[config.mk]
export PLATFORM = sky130hd
export DESIGN_NAME = mmio_gpio_ctrl
export DESIGN_NICKNAME = d
export VERILOG_FILES = /design/src/rtl/gpio_ctrl_pkg.sv /design/src/rtl/gpio_in_sync.sv /design/src/rtl/gpio_bit_order.sv /design/src/rtl/gpio_out_reg.sv /design/src/rtl/gpio_dir_reg.sv /design/src/rtl/mmio_gpio_ctrl.sv
export SDC_FILE = /design/constraint.sdc
export NUM_CORES = 1
export LEC_CHECK = 0
export BUFFER_PORTS_ARGS = -buffer_cell sky130_fd_sc_hd__buf_2
export CORE_MARGIN = 2
export CORE_UTILIZATION = 49
export CTS_BUF_LIST = sky130_fd_sc_hd__clkbuf_2
export DETAILED_ROUTE_END_ITERATION = 10
export GPL_ROUTABILITY_DRIVEN = 0
export PLACE_DENSITY = 0.82
export SETUP_SLACK_MARGIN = 0.1
export SLEW_MARGIN = 5
export SYNTH_ARGS = -nofsm -noshare
export SYNTH_HDL_FRONTEND = slang
export SYNTH_SLANG_ARGS = --single-unit
export TNS_END_PERCENT = 5
[constraint.sdc]
create_clock -name clk -period 0.9 [get_ports clk]
set_input_delay 0.09 -clock clk [delete_from_list [all_inputs] [get_ports clk]]
set_output_delay 0.09 -clock clk [all_outputs]
set_load 0.01 [all_outputs]
[src/rtl/gpio_ctrl_pkg.sv]
package gpio_ctrl_pkg;

   localparam int ADDR_W = 2;

   typedef enum logic [1:0] {
      OUT_PLAIN   = 2'd0,
      OUT_SETCLR  = 2'd1,
      OUT_SETONLY = 2'd2
   } out_model_e;

   localparam logic [ADDR_W-1:0] OFS_DATA = 2'd0;
   localparam logic [ADDR_W-1:0] OFS_SET  = 2'd1;
   localparam logic [ADDR_W-1:0] OFS_CLR  = 2'd2;
   localparam logic [ADDR_W-1:0] OFS_DIR  = 2'd3;

endpackage

[src/rtl/gpio_in_sync.sv]
module gpio_in_sync #(
   parameter int WIDTH  = 32,
   parameter int STAGES = 2
) (
   input  logic             clk,
   input  logic             rst_n,
   input  logic [WIDTH-1:0] async_in,
   output logic [WIDTH-1:0] sync_out
);
   logic [WIDTH-1:0] chain_q [STAGES];

   always_ff @(posedge clk or negedge rst_n) begin
      if (!rst_n) begin
         for (int s = 0; s < STAGES; s++) chain_q[s] <= '0;
      end else begin
         chain_q[0] <= async_in;
         for (int s = 1; s < STAGES; s++) chain_q[s] <= chain_q[s-1];
      end
   end

   assign sync_out = chain_q[STAGES-1];
endmodule

[src/rtl/gpio_bit_order.sv]
module gpio_bit_order #(
   parameter int WIDTH   = 32,
   parameter bit REVERSE = 1'b0
) (
   input  logic [WIDTH-1:0] vec_in,
   output logic [WIDTH-1:0] vec_out
);
   for (genvar b = 0; b < WIDTH; b++) begin : g_bit
      if (REVERSE) begin : g_rev
         assign vec_out[b] = vec_in[WIDTH-1-b];
      end else begin : g_fwd
         assign vec_out[b] = vec_in[b];
      end
   end
endmodule

[src/rtl/gpio_out_reg.sv]
module gpio_out_reg
   import gpio_ctrl_pkg::*;
#(
   parameter int         WIDTH     = 32,
   parameter out_model_e OUT_MODEL = OUT_SETCLR
) (
   input  logic              clk,
   input  logic              rst_n,
   input  logic              wr,
   input  logic [ADDR_W-1:0] addr,
   input  logic [WIDTH-1:0]  wdata,
   output logic [WIDTH-1:0]  level_q
);
   if (OUT_MODEL == OUT_PLAIN) begin : g_plain
      always_ff @(posedge clk or negedge rst_n) begin
         if (!rst_n)                        level_q <= '0;
         else if (wr && addr == OFS_DATA)   level_q <= wdata;
      end
   end else if (OUT_MODEL == OUT_SETCLR) begin : g_setclr
      always_ff @(posedge clk or negedge rst_n) begin
         if (!rst_n) begin
            level_q <= '0;
         end else if (wr) begin
            if (addr == OFS_SET)      level_q <= level_q | wdata;
            else if (addr == OFS_CLR) level_q <= level_q & ~wdata;
         end
      end
   end else begin : g_setonly
      always_ff @(posedge clk or negedge rst_n) begin
         if (!rst_n)                      level_q <= '0;
         else if (wr && addr == OFS_SET)  level_q <= wdata;
      end
   end
endmodule

[src/rtl/gpio_dir_reg.sv]
module gpio_dir_reg
   import gpio_ctrl_pkg::*;
#(
   parameter int WIDTH   = 32,
   parameter bit PRESENT = 1'b1,
   parameter bit INVERT  = 1'b0
) (
   input  logic              clk,
   input  logic              rst_n,
   input  logic              wr,
   input  logic [ADDR_W-1:0] addr,
   input  logic [WIDTH-1:0]  wdata,
   output logic [WIDTH-1:0]  dir_q,
   output logic [WIDTH-1:0]  enable
);
   localparam logic [WIDTH-1:0] RESET_VAL = INVERT ? '1 : '0;

   if (!PRESENT) begin : g_none
      logic dummy_unused;
      assign dummy_unused = ^{clk, rst_n, wr, addr, wdata};
      assign dir_q  = '0;
      assign enable = '1;
   end else begin : g_reg
      always_ff @(posedge clk or negedge rst_n) begin
         if (!rst_n)                      dir_q <= RESET_VAL;
         else if (wr && addr == OFS_DIR)  dir_q <= wdata;
      end
      if (INVERT) begin : g_inv
         assign enable = ~dir_q;
      end else begin : g_pos
         assign enable = dir_q;
      end
   end
endmodule

[src/rtl/mmio_gpio_ctrl.sv]
module mmio_gpio_ctrl
   import gpio_ctrl_pkg::*;
#(
   parameter int         WIDTH       = 32,
   parameter out_model_e OUT_MODEL   = OUT_SETCLR,
   parameter bit         DIR_OUT_REG = 1'b1,
   parameter bit         DIR_IN_REG  = 1'b0,
   parameter bit         PIN_REVERSE = 1'b0,
   parameter int         SYNC_STAGES = 2
) (
   input  logic              clk,
   input  logic              rst_n,
   input  logic [ADDR_W-1:0] bus_addr,
   input  logic              bus_wr,
   input  logic              bus_rd,
   input  logic [WIDTH-1:0]  bus_wdata,
   output logic [WIDTH-1:0]  bus_rdata,
   output logic [WIDTH-1:0]  pin_out,
   output logic [WIDTH-1:0]  pin_oe,
   input  logic [WIDTH-1:0]  pin_in
);
   localparam bit HAS_DIR  = DIR_OUT_REG | DIR_IN_REG;
   localparam bit SET_READ = (OUT_MODEL != OUT_PLAIN);

   // elaboration-time legality checks
   if (!(WIDTH == 8 || WIDTH == 16 || WIDTH == 32 || WIDTH == 64)) begin : g_bad_width
      $error("mmio_gpio_ctrl: WIDTH must be 8, 16, 32 or 64");
   end
   if (DIR_OUT_REG && DIR_IN_REG) begin : g_bad_dir
      $error("mmio_gpio_ctrl: only one direction register kind may be enabled");
   end
   if (SYNC_STAGES < 2) begin : g_bad_sync
      $error("mmio_gpio_ctrl: SYNC_STAGES must be at least 2");
   end

   logic [WIDTH-1:0] level_r;
   logic [WIDTH-1:0] dir_r;
   logic [WIDTH-1:0] oe_r;
   logic [WIDTH-1:0] pin_in_r;
   logic [WIDTH-1:0] sync_r;
   logic [WIDTH-1:0] data_view;
   logic [WIDTH-1:0] rd_val;

   gpio_out_reg #(.WIDTH(WIDTH), .OUT_MODEL(OUT_MODEL)) u_out (
      .clk(clk), .rst_n(rst_n), .wr(bus_wr), .addr(bus_addr),
      .wdata(bus_wdata), .level_q(level_r)
   );

   gpio_dir_reg #(.WIDTH(WIDTH), .PRESENT(HAS_DIR), .INVERT(DIR_IN_REG)) u_dir (
      .clk(clk), .rst_n(rst_n), .wr(bus_wr), .addr(bus_addr),
      .wdata(bus_wdata), .dir_q(dir_r), .enable(oe_r)
   );

   gpio_bit_order #(.WIDTH(WIDTH), .REVERSE(PIN_REVERSE)) u_ord_out (
      .vec_in(level_r), .vec_out(pin_out)
   );
   gpio_bit_order #(.WIDTH(WIDTH), .REVERSE(PIN_REVERSE)) u_ord_oe (
      .vec_in(oe_r), .vec_out(pin_oe)
   );
   gpio_bit_order #(.WIDTH(WIDTH), .REVERSE(PIN_REVERSE)) u_ord_in (
      .vec_in(pin_in), .vec_out(pin_in_r)
   );

   gpio_in_sync #(.WIDTH(WIDTH), .STAGES(SYNC_STAGES)) u_sync (
      .clk(clk), .rst_n(rst_n), .async_in(pin_in_r), .sync_out(sync_r)
   );

   if (HAS_DIR) begin : g_mix
      assign data_view = (oe_r & level_r) | (~oe_r & sync_r);
   end else begin : g_pins
      assign data_view = sync_r;
   end

   always_comb begin
      unique case (bus_addr)
         OFS_DATA: rd_val = data_view;
         OFS_SET:  rd_val = SET_READ ? level_r : '0;
         OFS_CLR:  rd_val = '0;
         default:  rd_val = dir_r;
      endcase
   end

   always_ff @(posedge clk or negedge rst_n) begin
      if (!rst_n)      bus_rdata <= '0;
      else if (bus_rd) bus_rdata <= rd_val;
   end
endmodule

==> impl_metrics.py <==
metrics = {
    "power": {
        "pwr_density_cell_nw_per_um2": 1820,
        "clockPowerShare": 0.225,
        "switchingPower_mw": 5.29,
        "switching_share": 0.307,
        "ir_drop_mv": 1.20,
        "cellLeakagePower_nw": 4.57,
        "pwr-share-seq": 0.512,
        "power.share.combinational": 0.263,
        "p_int_mw": 11.9,
    },
    "grt": {
        "antenna_found_initial": 0,
        "grt-ovfl-total": 0,
        "grt_max_degree": 35,
        "grt_pass1_wl_microns": 28600,
        "track_usage": 0.264,
        "grt_pass1_vias": 5596,
    },
    "detailed_routing": {
        "postRouteAntennaNets": 0,
        "first_pass_iters": 5,
        "drc": 0,
        "wl_met1_microns": 7250,
        "viasPerCell": 5.38,
        "highest_layer": "met4",
        "detail_route.wirelength_microns": 18700,
        "wl_met2_microns": 9720,
        "wire_per_inst_microns": 19.1,
        "vias": 5277,
        "wl_met3_microns": 1180,
        "drt_iter0_markers": 461,
    },
    "synth": {
        "netlist_area_sq_um": 6430,
        "ys_ff_latch": 160,
        "ys_types": 16,
        "synthCells": 492,
        "syn_nets": 566,
        "yosysSeqAreaShare": 0.623,
        "synth_warnings": 0,
        "postSynthAreaPerCell_sq_um": 13.1,
    },
    "worst_setup_path": {
        "cp.required_ns": 0.81,
        "crit_fanout": 3,
        "start_kind": "flop",
        "slowest_delay_ns": 0.47,
        "path_cells": "buf_6 -> buf_6",
        "cpMaxStageDelayCell": "dfrtp_1",
        "cp-end-kind": "output pin",
        "cp_common_cell": "buf_6",
        "crit_type": "flop to output pin",
        "cp_data_arrival_time_ns": 1.47,
    },
    "cells_and_area": {
        "drive_above_1_share": 0.433,
        "finalNetCount": 870,
        "area.growth.synth_to_final_pct": 47.0,
        "final_area_sq_um": 9450,
        "antenna_cells": 0,
        "fillers": 823,
        "final_util": 0.743,
    },
    "clock_network": {
        "clk_pin_slew_ns": 0.25,
        "htreeDepth": 4,
        "clock_path_buffers": 2,
        "clk_latency_ns": 0.75,
        "numCtsBuffers": 17,
        "cts_tree": "done",
        "clock_sinks": 160,
        "cts_root_buf": "clkbuf_2",
    },
    "die": {
        "die_area_sq_um": 14100,
        "die_h_microns": 119,
        "row_count": 41,
        "start_util": 0.505,
        "pin_count": 166,
        "die_w_microns": 119,
        "core_area_sq_um": 12700,
    },
    "sta": {
        "grt_setup_unrepaired": "yes",
        "final.setup_skew_ns": 0.0277,
        "max_slew_margin": 0.663,
        "finalHoldViolations": 0,
        "period_needed_ns": 1.56,
        "fmax_ghz": 0.640,
        "worstMarginPinSlew_ns": 0.506,
        "slew_viol_final": 0,
        "setup_ws_ns": -0.662,
        "setup_viol": 124,
        "period_share": 1.74,
    },
    "outcome": {
        "status": "finished with violations",
        "failed_checks": "setup timing",
    },
    "place": {
        "dp_hpwl_microns": 10600,
        "port_buffers": 165,
        "placed_area_sq_um": 7830,
    },
    "worst_hold_path": {
        "worstHoldPathType": "primary input to flop",
    },
    "job": {
        "drv_cap": 0,
    },
}
-- cells in the final DEF (no fill, tap or decap), drive strengths merged --
cell type,count
a21o,30
clkinv,4
nand2,67
buf,216
ha,4
dlygate4sd3,103
nand3b,62
a31oi,32
mux2,66
clkbuf,19
bufinv,2
and2,1
inv,5
dfrtp,160
clkinvlp,5
o21ai,32
nor2b,1
-- cell families (layout without fill, tap and decap cells) --
kind of cell / after synthesis / after routing / share of synthesized area
AND/OR/NAND/NOR: 131 / 131 / 0.114
buffers and inverters: 37 / 354 / 0.0315
AO/OA/AOI/OAI: 94 / 94 / 0.0911
multiplexers: 66 / 66 / 0.133
adder cells (fa/ha/maj): 4 / 4 / 0.00778
flip-flops: 160 / 160 / 0.623
-- final timing paths --
kind | startpoint | end | slack (ns) | cells past startpoint
max | u_dir.dir_q[31] | pin_oe[31] | -0.66 | 2
max reg2reg | u_dir.dir_q[31] | bus_rdata[31] | -0.26 | 4
min reg2reg | u_sync.chain_q[54] | u_sync.sync_out[22] | 0.35 | 0
max in group asynchronous | rst_n | u_sync.chain_q[55] | 0.09 | 4
min | bus_addr[0] | bus_rdata[29] | 0.01 | 6
min in group asynchronous | rst_n | u_dir.dir_q[0] | 0.28 | 3
-- per-layer routing --
layer	up-vias	track usage
met5	-	0
met1	2672	0.308
met3	46	0.0690
met4	0	0.117
li1	2331	-
met2	228	0.458
-- through the flow --
stage                     cells  power (mW)  setup TNS (ns)  hold WS [ns]  setup WS [ns]
final                       981        17.2          -54.56        0.0141         -0.662
after global routing        981        18.0          -66.26       -0.0621         -0.773
after CTS                   972        16.9          -58.82       -0.0578         -0.683
after detailed placement    830        12.4          -40.10       0.00619         -0.482
after global placement      830        12.2          -37.15      -0.00168         -0.436
after floorplan             492        10.6          -15.40        -0.206         -0.268
-- synth_stat cells --
master | number | share of area
nand2_1 | 67 | 0.039
buf_6 | 4 | 0.0070
clkbuf_1 | 6 | 0.0035
buf_2 | 24 | 0.019
o21ai_0 | 32 | 0.025
a31oi_1 | 32 | 0.031
a21o_1 | 30 | 0.035
ha_1 | 4 | 0.0078
buf_4 | 1 | 0.0012
nand3b_1 | 62 | 0.072
mux2_4 | 30 | 0.070
nor2b_2 | 1 | 0.0014
and2_1 | 1 | 0.00097
inv_1 | 2 | 0.0012
mux2_2 | 36 | 0.063
dfrtp_1 | 160 | 0.62
-- area by class of cell --
type                       count  area [sq um]  share of cell area
inverter                       2          22.5             0.00238
tap                          172           215              0.0228
sequential                   160          4000               0.424
timing repair buffer         320          2620               0.277
multi-input combinational    295          2360               0.250
clock buffer                  18          90.1             0.00953
clock inverter                14           140              0.0148
-- worst max-delay path, delay by kind of cell (launching register included) --
kind | cells | cell delay, ns
buf+inv | 2 | 0.26
flops | 1 | 0.47
-- power groups by stage --
stage | Sequential [mW] | Combinational, mW | Clock, mW
CTS | 8.77 | 4.23 | 3.94
global route | 8.91 | 4.81 | 4.29
floorplan | 9.09 | 1.53 | 0
detailed placement | 8.88 | 3.49 | 0
finish | 8.82 | 4.54 | 3.88
global placement | 8.81 | 3.37 | 0
-- timing repair --
action | 4_1_cts | 5_1_grt
hold buffers | 101 | 2
resized for setup | 35 | 26
pin swaps | 26 | 18
hold endpoints to repair | 288 | 15
setup endpoints to repair | 167 | 202
buffers inserted | 9 | 7
(Power assumes the default switching activity.)
